===== config.mk =====
export PLATFORM = sky130hd
export DESIGN_NAME = tri_axis_lockin
export DESIGN_NICKNAME = d
export VERILOG_FILES = /design/src/rtl/lockin_pkg.sv /design/src/rtl/lockin_frame_ctl.sv /design/src/rtl/lockin_mac_lane.sv /design/src/rtl/tri_axis_lockin.sv
export SDC_FILE = /design/constraint.sdc
export NUM_CORES = 1
export LEC_CHECK = 0
export BUFFER_PORTS_ARGS = -buffer_cell sky130_fd_sc_hd__buf_2
export CORE_ASPECT_RATIO = 0.75
export CORE_MARGIN = 5
export CORE_UTILIZATION = 50
export DETAILED_ROUTE_END_ITERATION = 16
export MAX_ROUTING_LAYER = met4
export PLACE_DENSITY = 0.64
export REMOVE_ABC_BUFFERS = 1
export SYNTH_ARGS = -nofsm -noshare
export SYNTH_HDL_FRONTEND = slang
export SYNTH_SLANG_ARGS = --single-unit

===== constraint.sdc =====
create_clock -name clk -period 10.08 [get_ports clk]
set_clock_uncertainty 0.1 [all_clocks]
set_input_delay 0.504 -clock clk [delete_from_list [all_inputs] [get_ports clk]]
set_output_delay 0.504 -clock clk [all_outputs]
set_load 0.005 [all_outputs]

===== src/rtl/lockin_pkg.sv =====
package lockin_pkg;

    localparam int N_AXES = 3;

    typedef enum logic [1:0] {
        AXIS_X = 2'd0,
        AXIS_Y = 2'd1,
        AXIS_Z = 2'd2
    } axis_e;

    typedef struct packed {
        logic armed;
        logic strobe;
    } frame_state_t;

endpackage


===== src/rtl/lockin_frame_ctl.sv =====
module lockin_frame_ctl
    import lockin_pkg::*;
(
    input  logic clk,
    input  logic rst,
    input  logic frame_start,
    output logic restart,
    output logic commit,
    output logic strobe
);

    frame_state_t st_d, st_q;

    always_comb begin
        st_d        = st_q;
        restart     = frame_start;
        commit      = frame_start && st_q.armed;
        st_d.strobe = commit;
        if (frame_start) begin
            st_d.armed = 1'b1;
        end
    end

    always_ff @(posedge clk) begin
        if (rst) begin
            st_q <= '0;
        end else begin
            st_q <= st_d;
        end
    end

    assign strobe = st_q.strobe;

    // a strobe is always preceded by a marker
    assert_strobe_after_marker_R5: assert property (@(posedge clk) disable iff (rst)
        strobe |-> $past(frame_start));

    // the alignment marker never raises the strobe
    assert_align_silent_R6: assert property (@(posedge clk) disable iff (rst)
        (frame_start && !st_q.armed) |=> !strobe);

endmodule


===== src/rtl/lockin_mac_lane.sv =====
module lockin_mac_lane #(
    parameter int SMP_W = 12,
    parameter int REF_W = 8,
    parameter int ACC_W = 40
) (
    input  logic                    clk,
    input  logic                    rst,
    input  logic                    smp_valid,
    input  logic signed [SMP_W-1:0] smp,
    input  logic signed [REF_W-1:0] refw,
    input  logic                    restart,
    input  logic                    commit,
    output logic signed [ACC_W-1:0] result
);

    localparam int PROD_W = SMP_W + REF_W;

    typedef struct packed {
        logic signed [ACC_W-1:0] acc;
        logic signed [ACC_W-1:0] res;
    } lane_state_t;

    lane_state_t st_d, st_q;

    logic signed [PROD_W-1:0] prod;
    logic signed [ACC_W-1:0]  contrib;

    always_comb begin
        prod    = smp * refw;
        contrib = smp_valid ? ACC_W'(prod) : '0;
        st_d    = st_q;
        if (restart) begin
            st_d.acc = contrib;
        end else begin
            st_d.acc = st_q.acc + contrib;
        end
        if (commit) begin
            st_d.res = st_q.acc;
        end
    end

    always_ff @(posedge clk) begin
        if (rst) begin
            st_q <= '0;
        end else begin
            st_q <= st_d;
        end
    end

    assign result = st_q.res;

    // a marker with no sample starts the window at zero
    assert_empty_restart_R2: assert property (@(posedge clk) disable iff (rst)
        (restart && !smp_valid) |=> (st_q.acc == '0));

    // results hold unless a commit happens
    assert_result_hold_R5: assert property (@(posedge clk) disable iff (rst)
        !commit |=> $stable(result));

    // accumulating a same-signed product never flips the sign
    assert_no_overflow_R7: assert property (@(posedge clk) disable iff (rst)
        (!restart && (st_q.acc[ACC_W-1] == contrib[ACC_W-1]))
            |=> (st_q.acc[ACC_W-1] == $past(st_q.acc[ACC_W-1])));

endmodule


===== src/rtl/tri_axis_lockin.sv =====
module tri_axis_lockin
    import lockin_pkg::*;
#(
    parameter int SMP_W = 12,
    parameter int REF_W = 8,
    parameter int ACC_W = 40
) (
    input  logic                    clk,
    input  logic                    rst,
    input  logic                    smp_valid,
    input  logic signed [SMP_W-1:0] smp_data,
    input  logic signed [REF_W-1:0] ref_x,
    input  logic signed [REF_W-1:0] ref_y,
    input  logic signed [REF_W-1:0] ref_z,
    input  logic                    frame_start,
    output logic signed [ACC_W-1:0] res_x,
    output logic signed [ACC_W-1:0] res_y,
    output logic signed [ACC_W-1:0] res_z,
    output logic                    res_valid
);

    logic restart;
    logic commit;
    logic [N_AXES-1:0][REF_W-1:0] refs;
    logic [N_AXES-1:0][ACC_W-1:0] results;

    assign refs[AXIS_X] = ref_x;
    assign refs[AXIS_Y] = ref_y;
    assign refs[AXIS_Z] = ref_z;

    lockin_frame_ctl u_frame (
        .clk         (clk),
        .rst         (rst),
        .frame_start (frame_start),
        .restart     (restart),
        .commit      (commit),
        .strobe      (res_valid)
    );

    for (genvar a = 0; a < N_AXES; a++) begin : g_axis
        lockin_mac_lane #(
            .SMP_W (SMP_W),
            .REF_W (REF_W),
            .ACC_W (ACC_W)
        ) u_lane (
            .clk       (clk),
            .rst       (rst),
            .smp_valid (smp_valid),
            .smp       (smp_data),
            .refw      (signed'(refs[a])),
            .restart   (restart),
            .commit    (commit),
            .result    (results[a])
        );
    end

    assign res_x = signed'(results[AXIS_X]);
    assign res_y = signed'(results[AXIS_Y]);
    assign res_z = signed'(results[AXIS_Z]);

    // one cycle after reset, everything is at zero
    assert_reset_clear_R1: assert property (@(posedge clk)
        $past(rst) |-> (!res_valid && res_x == '0 && res_y == '0 && res_z == '0));

endmodule


# After elaboration in Yosys (flattened, before gate mapping)
# Cells that the tools add are included.
[op_classes]
add_sub_neg = 3
multipliers = 3
n_mux = 6
reduce_logical = 1
[ops]
columns = ["op", "n"]
rows = [
  ["two-way mux 40 bit", 6],
  ["adder 40 bit", 3],
  ["multiplier 12 x 8 -> 20 bit", 3],
  ["logical AND 1 bit", 1],
]
[totals]
ff_bits = 242
inputBits = 40
out_inout_bits = 121
elab_cells = 21

# Longest topological paths before layout
# Gate-level depths: netlist of run 1.
[logic_depth]
depth_word = 4
ltp_mapped = 33
mapped_depth_nobuf = 32

# Modules after synthesis
# A second synthesis of run 1 with hierarchy kept.
[hier_totals]
hier_cells = 3099
hier_area_um2 = 26127.6
[by_module_without_submodules]
columns = ["module", "instances", "cells_per_inst", "area_per_inst_um2", "seq_area_each_um2"]
rows = [
  ["lockin_mac_lane (g_axis[1].u_lane)", 1, 1039, 8792.2, 1601.5],
  ["lockin_mac_lane (g_axis[2].u_lane)", 1, 1038, 8682.1, 1601.5],
  ["lockin_mac_lane (g_axis[0].u_lane)", 1, 1016, 8580.7, 1601.5],
  ["lockin_frame_ctl", 1, 6, 72.6, 40.0],
]

# Worst setup path after synthesis of run 1
# No wires, ideal clock.
[synth_timing]
path_kind = "input-to-reg"
start = "input smp_data[9]"
end = "register g_axis[0].u_lane.st_q[79] in the netlist's numbering"
setup_time_ns = 0.070
t_arrival_ns = 7.666
required_ns = 9.910
path_slack_ns = 2.243
cell_stages = 32
n_path_buf = 2
cell_sequence = "clkbuf_1 -> nand2_1 -> fa_1 -> inv_1 -> fa_1 -> fa_1 -> inv_1 -> fa_1 -> inv_1 -> ha_1 -> a21o_1 -> a21oi_1 -> o21bai_1 -> a21oi_1 -> o221ai_1 -> a21oi_1 -> a21oi_1 -> xnor2_1 -> and2_0 -> ha_1 -> clkbuf_1 -> a21o_1 -> a21o_1 -> a21oi_1 -> o21ai_0 -> a41o_1 -> a21oi_1 -> o21ai_1 -> a221oi_1 -> xor2_1 -> or3_1 -> a21oi_1"
[synth_between]
elab_chain_cells = 4
[synth_lines]
columns = ["item", "line", "text"]
rows = [
  ["start: declaration", "tri_axis_lockin.sv:11", "input logic signed [SMP_W-1:0] smp_data,"],
  ["multiplier 12 x 8 -> 20 bit *", "lockin_mac_lane.sv:29", "prod = smp * refw;"],
  ["two-way mux 40 bit *", "lockin_mac_lane.sv:30", "contrib = smp_valid ? ACC_W'(prod) : '0;"],
  ["adder 40 bit", "lockin_mac_lane.sv:35", "st_d.acc = st_q.acc + contrib;"],
  ["two-way mux 40 bit *", "lockin_mac_lane.sv:32", "if (restart) begin"],
  ["end signal: assignment", "lockin_mac_lane.sv:46", "st_q <= st_d;"],
  ["end: declaration", "lockin_mac_lane.sv:23", "lane_state_t st_d, st_q;"],
]
# Mark *: on every way between the ends. The rest lies on a longest branch, timed or not.
# A chain may end at the register's enable or synchronous reset.

# Final worst setup path of run 1
[layout_timing]
start = "input smp_data[7]"
end = "register g_axis[1].u_lane.st_q[79] in the netlist's numbering"
[layout_between]
elab_chain_cells = 4
[layout_lines]
columns = ["item", "line"]
rows = [
  ["multiplier 12 x 8 -> 20 bit *", "lockin_mac_lane.sv:29"],
  ["two-way mux 40 bit *", "lockin_mac_lane.sv:30"],
  ["adder 40 bit", "lockin_mac_lane.sv:35"],
  ["two-way mux 40 bit *", "lockin_mac_lane.sv:32"],
  ["end signal: assignment", "lockin_mac_lane.sv:46"],
  ["end: declaration", "lockin_mac_lane.sv:23"],
]
# Marks and branches as above.

==> run metrics, run 1 <==
status finished, final reports clean; CP max FO 24; DRT iter0 DRCs 1,254; Crit Path Class input pin to register; die width 270 µm; RSZ-0062 raised after global routing no; Critical-path top delay cell fa_1; post-place setup slack 1.59 ns; GPL Wtd Cong 0.901; Syn Inst Count 3,135; GRT overflow 0; clk slew on worst S/H paths 0.07 ns; Crit path largest cell delay 0.53 ns; share of cells above drive strength 1 7.53%; via count 20,500; dpl hpwl 46,700 µm; Power Total 8.44 mW; antenna viol nets, final 0; Final Critical Period 7.96 ns; Initial Utilization 50.6%; Ys Warns 0; total core area 0.0502 mm²; commonest non-fill, non-tap cells in the layout nand2_1 (417), inv_1 (342), a21oi_1 (308); row cnt 71; Sink Count 242; DRC viols 0; final worst slack 2.12 ns; P&R area growth vs syn 4.37%; Bufs and invs on worst path 4; pwr/cell area 318 mW/mm²; leading cell type in the layout, fill and taps excluded nand2_1; register area 0.00484 mm²; vias in the first global route 21,100; cts repair resizes 0; Post-Route WL 61,600 µm; Worst Setup Start Kind input pin; pin count of the biggest net entering global routing 93; Worst Path Required 10.37 ns; crit path DAT 8.25 ns; Syn Area/Cell 8.11 µm²; hold_buf cts 0; Leak 12.8 nW; Clock Tree Buf Depth 3; # IOs 161; Fmax 0.126 GHz; Yosys cell types 70; Setup TNS 0 ns; fin area 0.0265 mm²; clock root cell clkbuf_16; Max transition margin 30.9%; Fin. Hold Viols 0; initial antenna violation count 0; Async SR Flop Fraction 0%; first-pass GRT wire length 104,000 µm; area of the multi-input gates 0.0179 mm²; Die H 205 µm; Slew @ Worst Pin 1.04 ns; TritonRoute pass-1 iters 5; Slew Viols, Final 0; Post-synth EDFFs 0; die area 0.0555 mm²; CP top delay family compound AO/OA/AOI/OAI gates; Peak VDD IR 0.152 mV; Final Cycle Share 79.0%; total CTS buffers 25; FF+latch count, synth 242; Final Setup Violations 0; Vias/cell 5.45; Tightest Hold Check Type input pin to register; synthesized area 0.0254 mm²; fillers 4,828; WL per Instance 16.4 µm; CTS tree built; crit end category register; Clock Latency Late Sink 0.55 ns; Seq/Total Area, Yosys 19.1%; Max-cap violations 0; number of post-CTS setup repair buffers 0; dpl cell area 0.0257 mm²; Final nets 3,583; GRT Util Overall 22.8%; Synth Flop Type dfxtp_1; H-tree depth 1; Port Buf Inserts 160
==> final timing paths <==
| path | start | endpoint | slack (ns) | cells past startpoint |
|---|---|---|---|---|
| worst max-delay path | smp_data[7] | g_axis[1].u_lane.st_q[79] | 2.12 | 30 |
| worst min-delay path | rst | g_axis[2].u_lane.result[34] | 0.23 | 2 |
| worst max register to register | g_axis[0].u_lane.st_q[40] | g_axis[0].u_lane.st_q[78] | 5.95 | 14 |
| worst min register to register | g_axis[1].u_lane.result[38] | g_axis[1].u_lane.result[38] | 0.35 | 2 |
==> cell type report <==
type | count | share of cell area (%)
Multi-Input combinational cell | 2292 | 67.4
Sequential cell | 242 | 18.3
Inverter | 343 | 4.85
Timing Repair Buffer | 171 | 3.36
Tap cell | 657 | 3.10
Clock buffer | 33 | 2.66
Clock inverter | 12 | 0.368
Antenna cell | 1 | 0.00944
==> state kept, by name, indices dropped and copies added, names as in the netlist <==
| name | cells |
|---|---|
| g_axis.u_lane.result | 120 |
| g_axis.u_lane.st_q | 120 |
| u_frame.st_q | 1 |
| u_frame.strobe | 1 |
==> layer usage <==
metal	global-route usage, %	vias to the layer above	part of all wire, %	wire length [µm]
li1	-	10000	-	-
met1	29.8	9934	46	28200
met2	39.9	438	48	29800
met3	2.01	81	4.0	2480
met4	3.66	0	1.7	1020
met5	-	-	0	0
==> Yosys cell counts, types with 52 or more instances <==
library cell / n / area (µm²)
a21o_1: 79 / 593
a21oi_1: 308 / 1540
and2_1: 214 / 1340
buf_4: 120 / 901
clkbuf_1: 137 / 514
dfxtp_1: 242 / 4840
fa_1: 240 / 4800
ha_1: 228 / 2850
inv_1: 342 / 1280
nand2_1: 418 / 1570
nor2_1: 186 / 698
o21ai_0: 105 / 526
xnor2_1: 95 / 832
xor2_1: 52 / 455
==> report_power, final <==
part	internal [mW]	total, mW	switching [mW]
Sequential	1.13	1.23	0.0995
Combinational	2.66	6.28	3.63
Clock	0.519	0.929	0.410
==> through the flow <==
stage,instances,hold slack [ns],utilization (%)
finish,3751,0.227,52.8
floorplan,2877,0.330,-
CTS,3750,0.211,52.8
detailed placement,3705,0.345,51.2
global placement,3705,0.341,51.2
global route,3750,0.249,52.8
==> cell families after synthesis <==
logic type | Yosys count | share of synthesized area (%)
adder cells (fa/ha/maj) | 468 | 30.1
multiplexers | 9 | 0.355
flip-flops | 242 | 19.1
AO/OA/AOI/OAI | 677 | 16.3
AND/OR/NAND/NOR | 991 | 18.4
XOR/XNOR | 147 | 5.07
buffers and inverters | 601 | 10.7
Note: power is estimated with default switching activity, not from simulation.
==> run 2: changes to the inputs <==
--- a/config.mk
+++ b/config.mk
@@ -5,13 +5,14 @@
 export SDC_FILE = /design/constraint.sdc
 export NUM_CORES = 1
 export LEC_CHECK = 0
+export ABC_AREA = 1
 export BUFFER_PORTS_ARGS = -buffer_cell sky130_fd_sc_hd__buf_2
 export CORE_ASPECT_RATIO = 0.75
 export CORE_MARGIN = 5
 export CORE_UTILIZATION = 50
 export DETAILED_ROUTE_END_ITERATION = 16
 export MAX_ROUTING_LAYER = met4
-export PLACE_DENSITY = 0.64
+export PLACE_DENSITY = 0.63
 export REMOVE_ABC_BUFFERS = 1
 export SYNTH_ARGS = -nofsm -noshare
 export SYNTH_HDL_FRONTEND = slang
==> constraint.sdc (replaced) <==
create_clock -name clk -period 7.4 [get_ports clk]
set_clock_uncertainty 0.1 [all_clocks]
set_input_delay 0.37 -clock clk [delete_from_list [all_inputs] [get_ports clk]]
set_output_delay 0.37 -clock clk [all_outputs]
set_load 0.005 [all_outputs]
==> run 2 against run 1 <==
Register-to-register slack worse by 1.6 ns. Power up 38%. Setup slack worse by 1.3 ns. Largest power group unchanged. Clock power up 47%. Final cell count up 32%.
==> run metrics, run 2 <==
status finished, final reports clean; Worst Reg-to-Reg Cells 12 (-2); Clock Latency Late Sink 0.56 ns (about the same); TritonRoute pass-1 iters 6 (+1); clk slew on worst S/H paths 0.07 ns (about the same); die area 0.0619 mm² (+12%); Final Critical Period 6.54 ns; routed wl met2 36,300 µm (+22%); commonest non-fill, non-tap cells in the layout inv_1 (821), nand2_1 (803), nor2_1 (547); synthesized area 0.0285 mm² (+12%); most frequent cell after synthesis inv_1; Async SR Flop Fraction 0% (unchanged); Post-synth EDFFs 0 (unchanged); M1 WL 38,000 µm (+34%); Final nets 4,712 (+32%); total core area 0.0562 mm² (+12%); Ys Warns 0 (unchanged); Psw 6.24 mW (+51%); switching fraction of total power 53.7% (+4.7 points); top cell type's share of synthesized area 17.0% (-2.1 points); pin count of the biggest net entering global routing 101 (+8.6%); Peak VDD IR 0.243 mV (+59%); CP top delay family adder cells; antenna viol nets, final 0 (unchanged); Bufs and invs on worst path 7 (+3); Clock Tree Buf Depth 3 (unchanged); clock root cell clkbuf_16; Slew @ Worst Pin 1.07 ns (+0.0365 ns); Sink Count 242 (unchanged); WL per Instance 16.2 µm (-1.2%); DRC viols 0 (unchanged); Synth Flop Type dfxtp_1; Crit path depth 29 (-3.3%); Tightest Hold Check Type input pin to register; crit path DAT 6.83 ns (-1.42 ns); Port Buf Inserts 160 (unchanged); vias in the first global route 25,500 (+21%); first-pass GRT wire length 132,000 µm (+27%); Fin. Hold Viols 0 (unchanged); FF+latch count, synth 242 (unchanged); Seq pwr share 14.7% (about the same); Critical-path top delay cell fa_1; register area 0.00484 mm² (unchanged); dpl hpwl 64,100 µm (+37%); Crit path largest cell delay 0.67 ns (+0.14 ns); WHS Path Cells 2 (unchanged); row cnt 75 (+5.6%); clock share of power 11.8% (+0.8 points); cts repair resizes 0 (unchanged); pwr/cell area 388 mW/mm² (+22%); CP max FO 16 (-33%); routed wl met3 4790 µm (+94%); hold_buf cts 0 (unchanged); Final Cycle Share 88.4%; Die H 217 µm (+5.6%); RSZ-0062 raised after global routing no; DRT iter0 DRCs 1,632 (+30%); minimum hold slack 0.138 ns (-0.0898 ns); Yosys top cell by area dfxtp_1; diode count 0 (-1); share of cells above drive strength 1 7.89% (+0.36 points); fillers 5,893 (+22%); GRT Util Overall 26.4% (+3.6 points); Initial Utilization 50.7% (+0.091 points); Leak 16.2 nW (+26%); GPL Wtd Cong 1.01 (+12%); die width 286 µm (+5.7%); Slew Viols, Final 0 (unchanged); Syn Inst Count 4,233 (+35%); GRT overflow 0 (unchanged); Crit Path Class input pin to register; crit end category register; Seq/Total Area, Yosys 17.0% (-2.1 points); number of post-CTS setup repair buffers 0 (unchanged); Yosys cell types 55 (-21%); # IOs 161 (unchanged); Top Layer Used met4; leading cell type in the layout, fill and taps excluded inv_1; Max transition margin 28.4% (-2.4 points); Fmax 0.153 GHz; cell-internal power 5.37 mW (+25%); total CTS buffers 25 (unchanged); via count 25,600 (+25%); largest cells by area after synthesis dfxtp_1 (17%), fa_1 (17%), inv_1 (11%), nand2_1 (11%), ha_1 (10%); Final Setup Violations 0 (unchanged); area of the multi-input gates 0.0191 mm² (+6.9%); Max-cap violations 0 (unchanged); CTS tree built; H-tree depth 1 (unchanged); Comb power frac 73.5% (-0.9 points); Post-Route WL 80,300 µm (+30%); top post-synthesis cells by count inv_1 (823), nand2_1 (804), nor2_1 (547), o21ai_0 (287), a21oi_1 (281); Setup TNS 0 ns (unchanged); Vias/cell 5.18 (-5.0%); P&R area growth vs syn 5.02%; initial antenna violation count 0 (unchanged); Syn Area/Cell 6.73 µm² (-17%); Worst Setup Start Kind input pin; Worst Path Required 7.69 ns (-2.68 ns)
[run 2: changes by cell type in the layout (fill, tap and decap cells not counted), sizes merged, moves of 19 or more]
cell	before	now
o21a	31	5
nand2b	31	0
buf	171	196
xnor2	95	33
nor2b	25	0
nor2	186	550
o21ai	110	300
and2	215	2
nand3	28	185
inv	343	827
a211oi	24	5
nand2	418	823
nor3	19	41
a21o	79	20
[run 2: final timing paths]
| path | end | from | slack [ns] |
|---|---|---|---|
| max | g_axis[1].u_lane.st_q[73] | smp_data[11] | 0.86 |
| min | u_frame.strobe | rst | 0.14 |
| max reg2reg | g_axis[0].u_lane.st_q[62] | g_axis[0].u_lane.st_q[40] | 4.36 |
| min reg2reg | g_axis[1].u_lane.result[19] | g_axis[1].u_lane.result[19] | 0.37 |
[run 2: power by group through the flow]
stage	registers, mW	logic, mW	clock network (mW)
floorplan	1.66	6.40	0
global placement	1.73	8.43	0
detailed placement	1.73	8.45	0
CTS	1.70	8.50	1.40
global route	1.72	9.77	1.46
finish	1.70	8.54	1.37
[run 2: area by class of cell]
| class | count | area share, % |
|---|---|---|
| Multi-Input combinational cell | 2912 | 63.8 |
| Sequential cell | 242 | 16.2 |
| Tap cell | 731 | 3.05 |
| Clock buffer | 30 | 2.25 |
| Timing Repair Buffer | 196 | 3.63 |
| Inverter | 827 | 10.4 |
| Clock inverter | 14 | 0.669 |
[run 2: cells by family (layout without fill, tap and decap cells)]
| kind of cell | count (synthesis) | count (layout) | share of synthesized area (%) |
|---|---|---|---|
| simple gates | 1662 | 1662 | 23.9 |
| buf+inv | 1079 | 1067 | 16.0 |
| compound gates | 714 | 714 | 14.1 |
| fa+ha+maj | 468 | 468 | 26.9 |
| flops | 242 | 242 | 17.0 |
| xor+xnor | 68 | 68 | 2.12 |
[run 2: stage by stage]
step / cell area [µm²] / std cells / utilization, % / total power [mW] / setup slack [ns]
after CTS: 29900 / 4952 / 53.3 / 11.6 / 0.888
after floorplan: 27000 / 3981 / - / 8.07 / 1.55
after global routing: 29900 / 4952 / 53.3 / 13.0 / 0.325
after global placement: 29100 / 4908 / 51.7 / 10.2 / 0.351
final: 29900 / 4952 / 53.3 / 11.6 / 0.859
after detailed placement: 29100 / 4908 / 51.7 / 10.2 / 0.307
[run 2: routing by layer]
layer / GRT usage (%) / up-vias
met2: 43.1 / 630
met5: - / -
met1: 36.4 / 12000
met3: 3.26 / 88
met4: 3.96 / 0
li1: - / 13000
[run 2: worst reg2reg max path, cell delays in order, from the launching register on]
cell      delay, ns
dfxtp_1        0.35
ha_1           0.22
inv_1          0.10
fa_1           0.47
inv_1          0.17
nand3_1        0.09
nand2_1        0.24
a21boi_2       0.16
o21ai_1        0.40
a21oi_1        0.16
xnor2_1        0.27
nand2_1        0.10
a21oi_2        0.13
==> run 3: changes to the inputs <==
--- a/config.mk
+++ b/config.mk
@@ -5,14 +5,13 @@
 export SDC_FILE = /design/constraint.sdc
 export NUM_CORES = 1
 export LEC_CHECK = 0
-export ABC_AREA = 1
 export BUFFER_PORTS_ARGS = -buffer_cell sky130_fd_sc_hd__buf_2
 export CORE_ASPECT_RATIO = 0.75
 export CORE_MARGIN = 5
 export CORE_UTILIZATION = 50
 export DETAILED_ROUTE_END_ITERATION = 16
 export MAX_ROUTING_LAYER = met4
-export PLACE_DENSITY = 0.63
+export PLACE_DENSITY = 0.64
 export REMOVE_ABC_BUFFERS = 1
 export SYNTH_ARGS = -nofsm -noshare
 export SYNTH_HDL_FRONTEND = slang
==> run 3 against run 2 <==
Clock power decreased by 11%. Worst hold slack got worse by 0.021 ns. Clock-buffer cell count is 3 higher. First-iteration DRC count fell by 32%. Register-to-register slack worse by 0.89 ns. Flip-flop and latch count did not move. Highest routed layer unchanged. Setup slack worse by 0.44 ns.
==> run metrics, run 3 (same netlist as run 1, synthesis figures left out) <==
row cnt 71 (-5.3%); P&R area growth vs syn 9.58%; Initial Utilization 50.6% (-0.091 points); Fmax 0.143 GHz (-6.3%); crit end category register; die area 0.0555 mm² (-10%); Worst Path Required 7.71 ns (+0.02 ns); Fin. Hold Viols 0 (unchanged); pin count of the biggest net entering global routing 92 (-8.9%); Leak 13.7 nW (-16%); Max transition margin 36.8% (+8.3 points); Inst Count DP 3,872 (-21%); die width 270 µm (-5.4%); Sink Count 242 (unchanged); Vias/cell 5.34 (+3.1%); initial antenna violation count 1 (+1); WL per Instance 16.1 µm (-0.54%); area of the multi-input gates 0.0179 mm² (-6.1%); commonest non-fill, non-tap cells in the layout nand2_1 (417), inv_1 (342), a21oi_1 (307); Final Setup Violations 0 (unchanged); Crit Path Class input pin to register; Die H 205 µm (-5.3%); vias in the first global route 22,200 (-13%); crit path DAT 7.29 ns (+0.46 ns); Most Frequent Cell on Critical Path fa_1; register area 0.00484 mm² (unchanged); first-pass GRT wire length 107,000 µm (-18%); CTS tree built; antenna viol nets, final 0 (unchanged); Max-cap violations 0 (unchanged); DRC viols 0 (unchanged); Bufs and invs on worst path 6 (-1); Worst Setup Start Kind input pin; DRT iter0 DRCs 1,110 (-32%); pwr/cell area 448 mW/mm² (+16%); total core area 0.0502 mm² (-11%); Post-Route WL 63,100 µm (-21%); H-tree depth 1 (unchanged); status finished, final reports clean; GRT Util Overall 23.6% (-2.9 points); clock root cell clkbuf_16; CP max FO 9 (-7); GPL Wtd Cong 0.898 (-11%); Crit path largest cell delay 0.53 ns (-0.14 ns); Final Cycle Share 94.4% (+6.0 points); Critical-path top delay cell fa_1; leading cell type in the layout, fill and taps excluded nand2_1; TritonRoute pass-1 iters 5 (-1); Clock Tree Buf Depth 3 (unchanged); Peak VDD IR 0.239 mV (-1.6%); fillers 4,772 (-19%); final std cells w/o fill 3,915 (-21%); total CTS buffers 24 (-4.0%); diode count 0 (unchanged); via count 20,900 (-19%); Slew Viols, Final 0 (unchanged); Port Buf Inserts 160 (unchanged); Final nets 3,749 (-20%); Clock Latency Late Sink 0.54 ns (-0.02 ns); Final Critical Period 6.98 ns (+0.443 ns); Slew @ Worst Pin 0.948 ns (-0.125 ns); # IOs 161 (unchanged); clk slew on worst S/H paths 0.07 ns (about the same); Setup TNS 0 ns (unchanged); GRT overflow 0 (unchanged); CP top delay family adder cells; Tightest Hold Check Type input pin to register; dpl hpwl 50,000 µm (-22%); share of cells above drive strength 1 12.6% (+4.7 points); number of post-CTS setup repair buffers 0 (unchanged)
## run 3: path summary, 6_finish.rpt
kind | startpoint | endpoint | cells after the start | slack [ns]
max | smp_data[7] | g_axis[1].u_lane.st_q[78] | 32 | 0.42
min | rst | g_axis[2].u_lane.st_q[60] | 2 | 0.12
max reg2reg | g_axis[0].u_lane.st_q[40] | g_axis[0].u_lane.st_q[78] | 15 | 3.47
min reg2reg | g_axis[1].u_lane.result[23] | g_axis[1].u_lane.result[23] | 2 | 0.35
## run 3: power by group
part	switching [mW]	internal [mW]
combinational	5.20	4.37
clock	0.539	0.685
sequential	0.137	1.54
## run 3: worst register-to-register path, stage by stage (launching register included)
cell and delay, ns:
dfxtp_1 0.33, ha_1 0.20, inv_1 0.07, fa_1 0.42
nand2b_1 0.22, a211o_1 0.28, nand3_1 0.14, a41oi_2 0.20
o31ai_1 0.24, buf_4 0.17, a211o_1 0.26, a31oi_4 0.12
o41ai_1 0.55, a221oi_1 0.21, xnor2_1 0.18, o21ai_0 0.08
## run 3: routing by layer
| metal | share of wire (%) | vias to the layer above | GRT usage, % |
|---|---|---|---|
| li1 | - | 10300 | - |
| met1 | 47 | 10100 | 30.7 |
| met2 | 48 | 355 | 40.6 |
| met3 | 4.0 | 75 | 2.75 |
| met4 | 1.7 | 0 | 4.11 |
| met5 | 0 | - | - |
## run 3: metrics by stage
stage	total power [mW]	hold WS [ns]	utilization (%)	instance area [µm²]	setup slack, ns
floorplan	8.41	0.330	-	24000	-0.0827
global placement	10.9	0.341	53.8	27000	-0.196
detailed placement	11.1	0.344	53.8	27000	-0.273
CTS	12.4	0.0984	55.3	27800	0.264
global route	13.8	0.123	55.5	27800	-0.00840
finish	12.5	0.117	55.5	27800	0.417
## run 3: layout make-up
class | instances | share of cell area (%)
multi-input cells | 2292 | 64.4
flip-flops and latches | 242 | 17.4
repair buffers | 338 | 7.83
inverters | 343 | 4.62
well taps | 657 | 2.95
clock buffers | 33 | 2.46
clock inverters | 10 | 0.315
## run 3: what timing repair did
action	in CTS	in global routing
endpoints found under the setup margin	0	21
gates resized for setup	0	19
hold buffers	0	0
